## src/rtl/acc_pkg.sv

```systemverilog
package acc_pkg;
    localparam int WORD_W = 16;
    localparam int OP_W   = 6;
    localparam int ADDR_W = WORD_W - OP_W;

    localparam logic [OP_W-1:0] OPC_HLT   = 6'd0;
    localparam logic [OP_W-1:0] OPC_ADD   = 6'd1;
    localparam logic [OP_W-1:0] OPC_SUB   = 6'd2;
    localparam logic [OP_W-1:0] OPC_STORE = 6'd3;
    localparam logic [OP_W-1:0] OPC_CLEAR = 6'd4;
    localparam logic [OP_W-1:0] OPC_BLT   = 6'd5;
    localparam logic [OP_W-1:0] OPC_BGE   = 6'd6;
    localparam logic [OP_W-1:0] OPC_EXD   = 6'd7;
    localparam logic [OP_W-1:0] OPC_LD    = 6'd11;

    typedef enum logic [1:0] {
        ST_FETCH = 2'd0,
        ST_EXEC  = 2'd1,
        ST_HALT  = 2'd2,
        ST_FAULT = 2'd3
    } core_state_e;

    typedef struct packed {
        logic              legal;
        logic [OP_W-1:0]   op;
        logic [ADDR_W-1:0] addr;
    } dec_t;

    function automatic logic [WORD_W-1:0] make_word(input logic [OP_W-1:0] op,
                                                    input logic [ADDR_W-1:0] addr);
        return {op, addr};
    endfunction
endpackage

```

## src/rtl/acc_decode.sv

```systemverilog
module acc_decode
    import acc_pkg::*;
(
    input  logic [WORD_W-1:0] word,
    output dec_t              dec
);
    always_comb begin
        dec.op   = word[WORD_W-1 -: OP_W];
        dec.addr = word[ADDR_W-1:0];
        case (dec.op)
            OPC_HLT, OPC_ADD, OPC_SUB, OPC_STORE, OPC_CLEAR,
            OPC_BLT, OPC_BGE, OPC_EXD, OPC_LD: dec.legal = 1'b1;
            default:                           dec.legal = 1'b0;
        endcase
    end
endmodule

```

## src/rtl/acc_exec.sv

```systemverilog
module acc_exec
    import acc_pkg::*;
(
    input  dec_t              dec,
    input  logic [WORD_W-1:0] acc,
    input  logic [WORD_W-1:0] rdata,
    output logic [WORD_W-1:0] acc_next,
    output logic              take_branch
);
    always_comb begin
        acc_next    = acc;
        take_branch = 1'b0;
        case (dec.op)
            OPC_LD:    acc_next = rdata;
            OPC_ADD:   acc_next = acc + rdata;
            OPC_SUB:   acc_next = acc - rdata;
            OPC_CLEAR: acc_next = '0;
            OPC_BLT:   take_branch = acc[WORD_W-1];
            OPC_BGE:   take_branch = !acc[WORD_W-1];
            default:   acc_next = acc;
        endcase
    end
endmodule

```

## src/rtl/acc_core.sv

```systemverilog
module acc_core
    import acc_pkg::*;
(
    input  logic              clk,
    input  logic              rst,
    output logic [ADDR_W-1:0] imem_addr,
    input  logic [WORD_W-1:0] imem_data,
    output logic [ADDR_W-1:0] dmem_addr,
    output logic              dmem_we,
    output logic [WORD_W-1:0] dmem_wdata,
    input  logic [WORD_W-1:0] dmem_rdata,
    output logic              halted,
    output logic              fault
);
    core_state_e       state;
    logic [ADDR_W-1:0] pc;
    logic [WORD_W-1:0] ir;
    logic [WORD_W-1:0] acc;
    dec_t              dec;
    logic [WORD_W-1:0] acc_next;
    logic              take_branch;
    logic              in_exec;
    logic              is_seq;

    acc_decode u_dec (.word(ir), .dec(dec));

    acc_exec u_exec (
        .dec        (dec),
        .acc        (acc),
        .rdata      (dmem_rdata),
        .acc_next   (acc_next),
        .take_branch(take_branch)
    );

    assign in_exec = (state == ST_EXEC) && dec.legal;
    assign is_seq  = (dec.op == OPC_LD) || (dec.op == OPC_ADD) || (dec.op == OPC_SUB) ||
                     (dec.op == OPC_STORE) || (dec.op == OPC_CLEAR);

    always_ff @(posedge clk) begin
        if (rst) begin
            state <= ST_FETCH;
            pc    <= '0;
            ir    <= '0;
            acc   <= '0;
        end else begin
            case (state)
                ST_FETCH: begin
                    ir    <= imem_data;
                    state <= ST_EXEC;
                end
                ST_EXEC: begin
                    if (!dec.legal) begin
                        state <= ST_FAULT;
                    end else if (dec.op == OPC_HLT) begin
                        state <= ST_HALT;
                    end else if (dec.op == OPC_EXD) begin
                        ir <= acc;
                    end else begin
                        acc   <= acc_next;
                        pc    <= take_branch ? dec.addr : pc + ADDR_W'(1);
                        state <= ST_FETCH;
                    end
                end
                default: state <= state;
            endcase
        end
    end

    always_comb begin
        if (state == ST_FETCH)
            dmem_addr = imem_data[ADDR_W-1:0];
        else if (dec.op == OPC_EXD)
            dmem_addr = acc[ADDR_W-1:0];
        else
            dmem_addr = dec.addr;
    end

    assign dmem_we    = in_exec && (dec.op == OPC_STORE);
    assign dmem_wdata = acc;
    assign imem_addr  = pc;
    assign halted     = (state == ST_HALT);
    assign fault      = (state == ST_FAULT);

    p_halt_hold_r7: assert property (@(posedge clk) disable iff (rst)
        halted |=> halted && $stable(imem_addr));

    p_fault_hold_r6: assert property (@(posedge clk) disable iff (rst)
        fault |=> fault && !dmem_we && $stable(imem_addr));

    p_store_pulse_r3: assert property (@(posedge clk) disable iff (rst)
        dmem_we |=> !dmem_we);

    p_exd_hold_r4: assert property (@(posedge clk) disable iff (rst)
        (in_exec && dec.op == OPC_EXD) |=> (state == ST_EXEC) && $stable(pc));

    p_seq_pc_r8: assert property (@(posedge clk) disable iff (rst)
        (in_exec && is_seq) |=> (state == ST_FETCH) && (pc == $past(pc) + ADDR_W'(1)));

    p_branch_pc_r5: assert property (@(posedge clk) disable iff (rst)
        (in_exec && take_branch) |=> (pc == $past(dec.addr)));

    p_excl_r6: assert property (@(posedge clk) disable iff (rst)
        !(halted && fault));
endmodule

```

## config.mk

```make
export PLATFORM = sky130hd
export DESIGN_NAME = acc_core
export DESIGN_NICKNAME = d
export VERILOG_FILES = /design/src/rtl/acc_pkg.sv /design/src/rtl/acc_decode.sv /design/src/rtl/acc_exec.sv /design/src/rtl/acc_core.sv
export SDC_FILE = /design/constraint.sdc
export NUM_CORES = 1
export LEC_CHECK = 0
export ABC_AREA = 1
export BUFFER_PORTS_ARGS = -buffer_cell sky130_fd_sc_hd__buf_2
export CAP_MARGIN = 20
export CORE_UTILIZATION = 41
export CTS_BUF_LIST = sky130_fd_sc_hd__clkbuf_4
export DETAILED_ROUTE_END_ITERATION = 12
export SETUP_SLACK_MARGIN = 0.2
export SLEW_MARGIN = 15
export SYNTH_ARGS = -nofsm -noshare
export SYNTH_HDL_FRONTEND = slang
export SYNTH_HIERARCHICAL = 1
export SYNTH_SLANG_ARGS = --single-unit
```

## constraint.sdc

```tcl
create_clock -name clk -period 2.7 [get_ports clk]
set_clock_uncertainty 0.05 [all_clocks]
set_input_delay 0.54 -clock clk [delete_from_list [all_inputs] [get_ports clk]]
set_output_delay 0.54 -clock clk [all_outputs]
set_load 0.005 [all_outputs]
```

# Yosys cells after proc, flatten, opt, wreduce, memory -nomap -nowiden
# Memory sizes are Yosys's and may differ from the RTL's. A register that Yosys moved wholly into a read port is not among the register bits.
# Cells that the tools add are included.
# classes
addsub	3
n_eq_ne	15
muxes	16
n_bitwise	2
reduce_logical	12
# op_table
operator	count
$pmux W16 S4	1
$mux W16	3
$pmux W16 S2	1
$mux W10	3
$eq A6 B3 Y1 const B	4
$add A16 B16 Y16	1
$sub A16 B16 Y16	1
$eq A6 B2 Y1 const B	2
$add A10 B1 Y10 const B	1
$mux W4	2
$reduce_and A4 Y1	2
$eq A6 B1 Y1 const B	1
$eq A6 B4 Y1 const B	1
$logic_not A6 Y1	1
$mux W2	3
$reduce_and A5 Y1	1
$eq A2 B2 Y1 const B	2
$logic_not A2 Y1	2
$ne A2 B2 Y1 const B	2
$ne A4 B4 Y1 const B	1
$pmux W2 S2	1
$reduce_bool A4 Y1	1
$eq A2 B1 Y1 const B	1
$logic_and A1 B1 Y1	2
other kinds (7)	8
# totals
register_bits	44
romBits	16
in_bits	34
output_inout_bits	39
word_cells	53
memories	1
# mem_list
memory	words	word_bits	rd	rd_clocked_by_memory_dff	write_ports	line_no	text
(name not given)	16	1	1	1	0	acc_decode.sv:10	case (dec.op)

# Logic depth before layout (Yosys ltp)
# Gate-level depths: netlist of the first run.
# logic_depth
word_depth	7
depth_mapped	23

# Modules after synthesis
# The synthesis of the first run kept the hierarchy.
# by_module_without_submodules
module	n_inst	cells_each	area_per_inst_um2	seq_area_each_um2
acc_core	1	356	2308.5	880.8
acc_exec	1	310	1660.3	0.0
acc_decode	1	20	143.9	0.0

# Worst setup path before layout of the first run
# Ideal clock, no wire load.
# synth_path
path_kind	input to register
start	input port dmem_rdata[0]
end	register acc[15] (netlist: dmem_wdata[15])
setup_ps	119
arrival_ps	2584
path_slack_ps	-53
path_stages	22
path_buffers	0
path_cell_list	inv_1 > ha_1 > inv_1 > nor2_1 > nand3_1 > nor2_1 > nand3b_1 > nand2_1 > xnor2_1 > inv_1 > ha_1 > nand2_1 > inv_1 > nand2_1 > nor3_1 > nand2_1 > nand2_1 > nand3_1 > nand3_1 > nand3_1 > o21ai_1 > a21oi_1
# synth_between
elab_chain_len	2
# synth_lines
item	line_no	text
from (decl)	acc_core.sv:11	input logic [WORD_W-1:0] dmem_rdata,
$sub A16 B16 Y16 / $add A16 B16 Y16 (equally long branches)	acc_exec.sv:16, acc_exec.sv:15	
$pmux W16 S4 *	acc_exec.sv:13	case (dec.op)
named net acc_next[15]	acc_core.sv:20	logic [WORD_W-1:0] acc_next;
to (signal assigned)	acc_core.sv:59	acc <= acc_next;
to (decl)	acc_core.sv:18	logic [WORD_W-1:0] acc;
# The timed path passes the listed nets; every way through them passes the cells marked *.
# A chain may end at the register's enable or synchronous reset.

# Final worst setup path of the first run
# layout_path
start	input port dmem_rdata[1]
end	register acc[11] (netlist: dmem_wdata[11])
# The elaborated chain is that of the path after synthesis.

==> flow_metrics.tcl, run 1 <==
set metrics [dict create \
    start_util_pct 42.3 \
    yosysTopAreaCellShare_pct 21.4 \
    globalRouteOverflowTotal 0 \
    setup_viol 0 \
    hold_violations 0 \
    fmax_ghz 0.387 \
    synth.cell_area_um2 4110 \
    ant_nets 0 \
    post-route-util_pct 54.6 \
    cp.required_ps 2920 \
    cp-end-kind "flip-flop" \
    antenna_found_initial 0 \
    vias 4591 \
    grt_use_total_pct 23.1 \
    cts_hold_buf 0 \
    avgSynthCellArea_um2 6.00 \
    path_clk_slew_ps 150 \
    area_delta_synth_final_pct 29.1 \
    slew_headroom_pct 69.4 \
    cts_made_buffers 5 \
    fp.coreArea_um2 9730 \
    synthTopCellsByCount "nand2_1, nor2_1, inv_1" \
    fp.dieW_um 102 \
    grt_pass1_wl_mm 19.2 \
    synthTopCellsByArea "dfxtp_1, nand2_1, nor2_1" \
    max_cap_viol_count 0 \
    rsz0062_at_grt "true" \
    cts-root-buf "clkbuf_4" \
    grt_util_met3_pct 2.12 \
    fin_total_pwr_uw 6640 \
    tns_ps 0 \
    fin_crit_sh_pct 95.6 \
    cts_tree "yes" \
    syn-num-nets 738 \
    arrival_ps 2800 \
    dp_hpwl_mm 9.38 \
    ys_dominant_reg_cell "dfxtp_1" \
    synth_warnings 6 \
    die-area_um2 10400 \
    ys_types 43 \
    slew_viol_final 0 \
    antenna_cells 0 \
    use_met1_pct 30.4 \
    fin_crit_ps 2580 \
    worst_slack_ps 118 \
    grt.busiest_layer "met2" \
    route.detailed.drc 0 \
    status "complete, no violations" \
    firstDrtPassIters 5 \
    fin_nets 834 \
    cts_buffer_depth 2 \
    place_congestion 0.913 \
    hold_class "input port to flip-flop" \
    tightest_slew_ps 457 \
    vias_per_cell 5.01 \
    cts_sinks 44 \
    h-tree-depth 2 \
    vdd_ir_drop_max_uv 504 \
    drt-total-wl_mm 12.2 \
    dpl_worst_slack_ps -370 \
    row_count 36 \
    grt_pass1_vias 4071 \
    yosysSeqAreaShare_pct 21.4 \
    cp_max_fo 5 \
    critPathKind "input port to flip-flop" \
    yosysTopAreaCell "dfxtp_1" \
    p_leak_uw 0.00256 \
    die_h_um 102 \
    synth.most_common_cell "nand2_1" \
    port_buffers 72 \
    powerDensity_nw_per_um2 1250 \
    grt_max_degree 37 \
    insertion_delay_ps 360 \
    crit_path_start_kind "input port" \
    synth_edf_count 0 \
    drive_gt1_share_pct 30.3 \
    postSynthRegisterBits 44 \
    nFillCells 1022 \
    ios 73 \
    synth-async-reset-ratio_pct 0 \
    first_iter_violations 181 \
    wl_per_cell_um 13.3 \
    synth_cells 686 \
    grt_use_met2_pct 41.2 \
]
==> cell type report <==
class,instances,area (um2),area share [%]
clock inverters,3,90.1,1.70
clock buffers,5,37.5,0.707
multi-input cells,518,2970,55.9
flip-flops and latches,44,883,16.6
well taps,133,166,3.13
repair buffers,127,811,15.3
inverters,86,353,6.64
==> registers in the layout, summed over array words and instances, names as in the netlist <==
signal / count
state: 2
imem_addr: 10
dmem_wdata: 16
ir: 16
==> power by group <==
group	internal, uW	leakage, uW	switching [uW]	total (uW)
Combinational	2020	0.00213	2760	4780
Clock	381	0.0000654	234	616
Sequential	919	0.000361	324	1240
Total	3320	0.00256	3320	6640
==> cells by family after synthesis <==
kind of cell	synth area share, %
DFF	21.4
buffers and inverters	14.0
xor gates and xnor gates	2.98
AOI/OAI and AO/OA	19.0
and+or+nand+nor	36.9
adders and majority gates	5.66
==> layout by cell type, fill, tap and decap left out, types with 3 or more instances in the layout <==
cell type	count
nand3b_1	4
o21ai_1	42
a21oi_2	8
nand2_1	161
or2_2	3
ha_1	9
a21oi_1	38
inv_2	16
clkbuf_4	5
buf_2	70
a22oi_1	5
o21ai_2	3
nand2_2	23
o21ai_0	21
nor2_1	83
buf_4	53
xor2_1	7
nor2_4	10
nor2_2	3
dfxtp_1	42
nand3_2	7
inv_1	67
ha_4	8
a31oi_1	10
bufinv_16	3
nand3_1	36
nand4_1	4
xnor2_1	6
==> per-layer routing <==
| layer | vias up | wire length, um |
|---|---|---|
| met5 | - | 0 |
| met4 | 0 | 169 |
| met3 | 12 | 490 |
| met2 | 114 | 5950 |
| met1 | 2076 | 5570 |
| li1 | 2389 | - |
==> final timing paths <==
path | from | end | slack, ps | cells after the start
worst min-delay path | rst | imem_addr[7] | 420 | 2
worst min register to register | imem_addr[2] | imem_addr[2] | 440 | 2
worst max-delay path | dmem_rdata[1] | dmem_wdata[11] | 120 | 18
worst max register to register | ir[11] | dmem_wdata[6] | 130 | 18
==> worst max-delay path, stage by stage <==
cell     delay, ps
buf_4          150
buf_4          140
nor2_1         120
nand2_2        130
o31ai_4        200
xor2_1         160
inv_1           90
ha_4           300
nand2_1         70
nor2_1         100
nand3_1        100
nand2_2        130
a21oi_2         70
or2_0          190
nand2_1        100
nand2_1         60
o21ai_1        120
a21oi_1         50
==> what timing repair did <==
action | in CTS | in global routing
gates resized for setup | 36 | 28
pin swaps | 18 | 16
setup endpoints to repair | 13 | 22
buffers inserted | 7 | 4
endpoints found under the hold margin | 0 | 0
==> per-stage QoR <==
stage               cell area (um2)  std cells  hold WS [ps]
floorplan                      4260        686           404
global placement               4880        897           421
detailed placement             4880        897           424
CTS                            5190        912           404
global route                   5310        916           416
finish                         5310        916           418
No activity file was read; power rests on OpenSTA's default activity.
==> run 2, diff against run 1 <==
Settings changed: CELL_PAD_IN_SITES_DETAIL_PLACEMENT set to 1, CELL_PAD_IN_SITES_GLOBAL_PLACEMENT set to 1, CORE_UTILIZATION 41 to 36, PLACE_DENSITY_LB_ADDON set to 0.1.
==> run 2 against run 1 <==
  * Clock-buffer cell count increased by 1
  * Critical endpoint unchanged
  * Largest cell class unchanged
  * Critical path type is now flip-flop to flip-flop
  * Non-clock buffer count increased by 3
  * Register-to-register slack got worse by 50 ps
  * Highest routed layer unchanged
==> flow_metrics.tcl, run 2 (synthesis gave the netlist of run 1 again) <==
set metrics [dict create \
    status "complete, no violations" \
    p_seq_share_pct 18.8 \
    cts_tree "yes" \
    cts-root-buf "clkbuf_4" \
    power.internal_uw 3150 \
    r2r_slack_ps 80 \
    setup_viol 0 \
    slowest_delay_ps 390 \
    ant_nets 0 \
    dp_hpwl_mm 11.4 \
    swShare_pct 52.5 \
    cp_max_fo 17 \
    r2r-start "ir[11]" \
    fin_crit_sh_pct 97.1 \
    die_h_um 109 \
    slew_viol_final 0 \
    p_sw_uw 3490 \
    critPathKind "flip-flop to flip-flop" \
    vias 4772 \
    reg2reg_depth 17 \
    die-area_um2 11900 \
    cp-end-kind "flip-flop" \
    path_clk_slew_ps 150 \
    vias_per_cell 5.15 \
    grt_use_total_pct 24.8 \
    fin_total_pwr_uw 6640 \
    worstHoldStart "rst" \
    antenna_cells 0 \
    powerDensity_nw_per_um2 1250 \
    route.detailed.drc 0 \
    vdd_ir_drop_max_uv 605 \
    antenna_found_initial 0 \
    firstDrtPassIters 4 \
    min_to "imem_addr[8]" \
    r2r_end "dmem_wdata[11]" \
    cts_sinks 44 \
    insertion_delay_ps 380 \
    drive_gt1_share_pct 29.6 \
    tightest_slew_ps 482 \
    area_delta_synth_final_pct 28.7 \
    pwr-share-comb_pct 74.5 \
    slew_headroom_pct 67.8 \
    hold_violations 0 \
    fp.coreArea_um2 11000 \
    p_leak_uw 0.00255 \
    fp.dieW_um 109 \
    start_util_pct 37.4 \
    hold_class "input port to flip-flop" \
    globalRouteOverflowTotal 0 \
    slowest_stage "ha_1" \
    pwr-share-clk_pct 6.7 \
    multi_input_area_um2 2960 \
    crit_path_start_kind "flip-flop" \
    grt_max_degree 37 \
    cts_buffer_depth 2 \
    tns_ps 0 \
    port_buffers 72 \
    ios 73 \
    path_cells "inv_2, nor2_4, nand4_4, buf_12, o31ai_1, xor2_1, ha_1, nand2_2, nor2_1, nand3_1, nand2_2, a21oi_2, or2_0, nand2_1, nand2_1, o21ai_1, a21oi_1" \
    max_cap_viol_count 0 \
    place_congestion 0.901 \
    fin_crit_ps 2620 \
    grt_pass1_vias 4776 \
    arrival_ps 2840 \
    final_common_cell "nand2_1" \
    rsz0062_at_grt "true" \
    row_count 38 \
    fin_nets 837 \
    final_cell_mix "nand2_1, nor2_1, buf_2" \
    fmax_ghz 0.381 \
    cp.required_ps 2920 \
    first_iter_violations 228 \
    drt-total-wl_mm 14.5 \
    cts_made_buffers 5 \
    dpl.cell_count 907 \
    final_cells 926 \
    h-tree-depth 2 \
    min_path_cells 2 \
    grt_pass1_wl_mm 23.1 \
    seqCellArea_um2 883 \
    nFillCells 1490 \
    wl_per_cell_um 15.6 \
]
-- run 2: cell count changes in the layout (fill, tap and decap cells not counted), sizes merged --
cell | before | now
buf | 127 | 130
bufinv | 3 | 1
clkbuf | 5 | 6
clkinv | 1 | 2
-- run 2: area by class of cell --
cell class | count | area share [%]
multi-input combinational | 518 | 55.9
sequential | 44 | 16.7
timing repair buffer | 130 | 15.8
inverter | 86 | 6.71
tap | 140 | 3.31
clock buffer | 6 | 0.851
clock inverter | 2 | 0.662
-- run 2: power groups by stage --
| stage | registers, uW | logic (uW) | clock network [uW] |
|---|---|---|---|
| after floorplan | 1170 | 3130 | 0 |
| after global placement | 1250 | 4270 | 0 |
| after detailed placement | 1260 | 4430 | 0 |
| after CTS | 1250 | 4660 | 460 |
| after global routing | 1300 | 5440 | 484 |
| final | 1250 | 4950 | 443 |
-- run 2: how the worst max path moves through the flow --
stage / startpoint / endpoint
finish: ir[11] / dmem_wdata[11]
global route: ir[11] / dmem_wdata[13]
CTS: ir[11] / dmem_wdata[15]
detailed placement: dmem_rdata[1] / dmem_wdata[10]
global placement: dmem_rdata[1] / dmem_wdata[15]
floorplan: dmem_rdata[1] / dmem_wdata[15]
-- run 2: what timing repair did --
| action | CTS | global route |
|---|---|---|
| endpoints found under the setup margin | 21 | 22 |
| pin swaps | 20 | 12 |
| hold buffers | 0 | 0 |
| buffers inserted | 6 | 5 |
| resized for setup | 34 | 30 |
-- run 2: per-stage QoR --
stage               worst slack [ps]  util (%)  cell area (um2)  hold slack, ps
floorplan                       60.9         -             4260             404
global placement                -380      44.7             4910             419
detailed placement              -465      44.7             4910             435
CTS                              116      46.9             5150             394
global route                   -60.8      48.2             5290             390
finish                          77.2      48.2             5290             407
-- run 2: critical path, delay by kind of cell, from the launching register on --
family	cells	cell delay (ps)
flops	1	360
compound gates	4	330
simple gates	9	1040
xor+xnor	1	110
buf+inv	2	230
fa+ha+maj	1	390
-- run 2: per-layer routing --
metal	global-route usage, %	vias up	share of wire (%)
met5	0	-	0
met4	5.89	0	1.6
met3	2.69	15	2.3
met2	44.7	74	50
met1	31.2	2287	46
li1	-	2396	-
==> run 3, diff against run 2 <==
Settings changed: CORE_UTILIZATION 36 to 40.
Clock period 2.7 ns to 2.73 ns, I/O delays scaled along.
==> run 3 against run 2 <==
  * The run now ends with setup timing left
  * Wire length rose by 16%
  * Clock power rose by 40%
  * Die area fell by 9.8%
  * Hold slack got worse by 1.7 ps
  * Power rose by 12%
  * Design area rose by 5.2%
  * Sequential cell count did not move
  * First-iteration DRC count fell by 18%
  * Critical path depth fell by 1
  * Worst setup slack got worse by 230 ps
  * Register-to-register slack got worse by 230 ps
==> flow_metrics.tcl, run 3 (synthesis gave the netlist of run 1 again) <==
set metrics [dict create \
    cts_made_buffers 5 \
    arrival_ps 3100 \
    cp.required_ps 2950 \
    vdd_ir_drop_max_uv 631 \
    ant_nets 0 \
    fp.dieW_um 103 \
    max_cap_viol_count 0 \
    cp-end-kind "flip-flop" \
    antenna_cells 0 \
    slew_viol_final 0 \
    die_h_um 103 \
    antenna_found_initial 0 \
    grt_pass1_wl_mm 25.0 \
    die-area_um2 10700 \
    ios 73 \
    path_clk_slew_ps 150 \
    p_leak_uw 0.00265 \
    slew_headroom_pct 69.5 \
    worst_slack_ps -150 \
    setup_viol 3 \
    fin_crit_sh_pct 105 \
    post-route-util_pct 56.5 \
    cts_tree "yes" \
    firstDrtPassIters 5 \
    status "finished, violations left" \
    cts-root-buf "clkbuf_4" \
    area_delta_synth_final_pct 35.4 \
    fin_nets 847 \
    tightest_slew_ps 456 \
    fmax_ghz 0.347 \
    grt_max_degree 37 \
    first_iter_violations 187 \
    fin_crit_ps 2880 \
    final_common_cell "nand2_1" \
    route.detailed.drc 0 \
    hold_violations 0 \
    powerDensity_nw_per_um2 1340 \
    cp_max_fo 5 \
    drt-total-wl_mm 16.8 \
    grt_pass1_vias 4982 \
    pwr-share-clk_pct 8.3 \
    globalRouteOverflowTotal 0 \
    p_seq_share_pct 16.9 \
    vias 5073 \
    power.internal_uw 3520 \
    drive_gt1_share_pct 34.5 \
    place_congestion 0.860 \
    violations "setup timing" \
    cts_sinks 44 \
    start_util_pct 41.7 \
    vias_per_cell 5.46 \
    swShare_pct 52.9 \
    wl_per_cell_um 18.1 \
    fin_total_pwr_uw 7470 \
    grt_use_total_pct 30.2 \
    h-tree-depth 2 \
    final_cell_mix "nand2_1, nor2_1, buf_2" \
    p_sw_uw 3950 \
    crit_path_start_kind "flip-flop" \
    fp.coreArea_um2 9860 \
    dp_hpwl_mm 11.2 \
    hold_class "input port to flip-flop" \
    cts_buffer_depth 2 \
    rsz0062_at_grt "true" \
    dpl_worst_slack_ps -470 \
    port_buffers 72 \
    row_count 36 \
    critPathKind "flip-flop to flip-flop" \
    pwr-share-comb_pct 74.9 \
    insertion_delay_ps 380 \
]
-- run 3: changes by cell type in the layout (fill, tap and decap cells not counted), sizes merged --
cell    change
bufinv      +2
clkinv      -1
clkbuf      -1
buf         +9
nand4       +1
-- run 3: final cells by class --
type                       count  area, um2
fill                        1354       4290
multi-input combinational    519       3130
timing repair buffer         139        905
sequential                    44        887
inverter                      86        355
tap                          133        166
clock inverter                 3       90.1
clock buffer                   5       37.5
-- run 3: per-layer routing --
layer  track usage, %  share of wire [%]
met5                0                  0
met4             10.4                2.5
met3             4.17                4.2
met2             54.4                 51
met1             36.7                 42
-- run 3: critical path: stages (launching register included) --
cell,delay (ps)
dfxtp_4,380
nor2_4,200
nand4_4,220
buf_6,200
nand2_1,70
xor2_1,180
ha_2,350
nand2_4,130
inv_1,90
nand2_2,90
nand2_2,80
a21oi_2,180
nand3b_1,130
nand3_1,130
nand3_1,70
o21ai_1,140
a21oi_1,80
-- run 3: final timing paths --
check / start / end / slack [ps] / cells after the start
worst max-delay path: ir[15] / dmem_wdata[14] / -150 / 16
worst min-delay path: rst / imem_addr[7] / 410 / 2
worst max register to register: ir[15] / dmem_wdata[14] / -150 / 16
worst min register to register: imem_addr[6] / imem_addr[6] / 450 / 2
-- run 3: through the flow --
step	cells	cell area (um2)	setup TNS, ps	hold WS [ps]
2_1_floorplan	686	4240	0	404
3_3_place_gp	905	4910	-2870	418
4_1_cts	922	5300	0	395
5_1_grt	929	5570	-1320	415
6_report	929	5570	-206	406
3_5_place_dp	905	4910	-4060	428
-- run 3: power groups by stage --
stage               sequential, uW  clock (uW)  combinational (uW)
finish                        1260         619                5590
global placement              1230           0                4190
global route                  1300         646                6030
floorplan                     1150           0                3070
CTS                           1250         623                4840
detailed placement            1250           0                4390
-- run 3: repair_timing --
| action | CTS | global route |
|---|---|---|
| setup endpoints to repair | 17 | 24 |
| setup buffers | 8 | 7 |
| pin swaps | 22 | 41 |
| gates cloned | 1 | 0 |
| gates resized for setup | 47 | 64 |
| hold buffers | 0 | 0 |
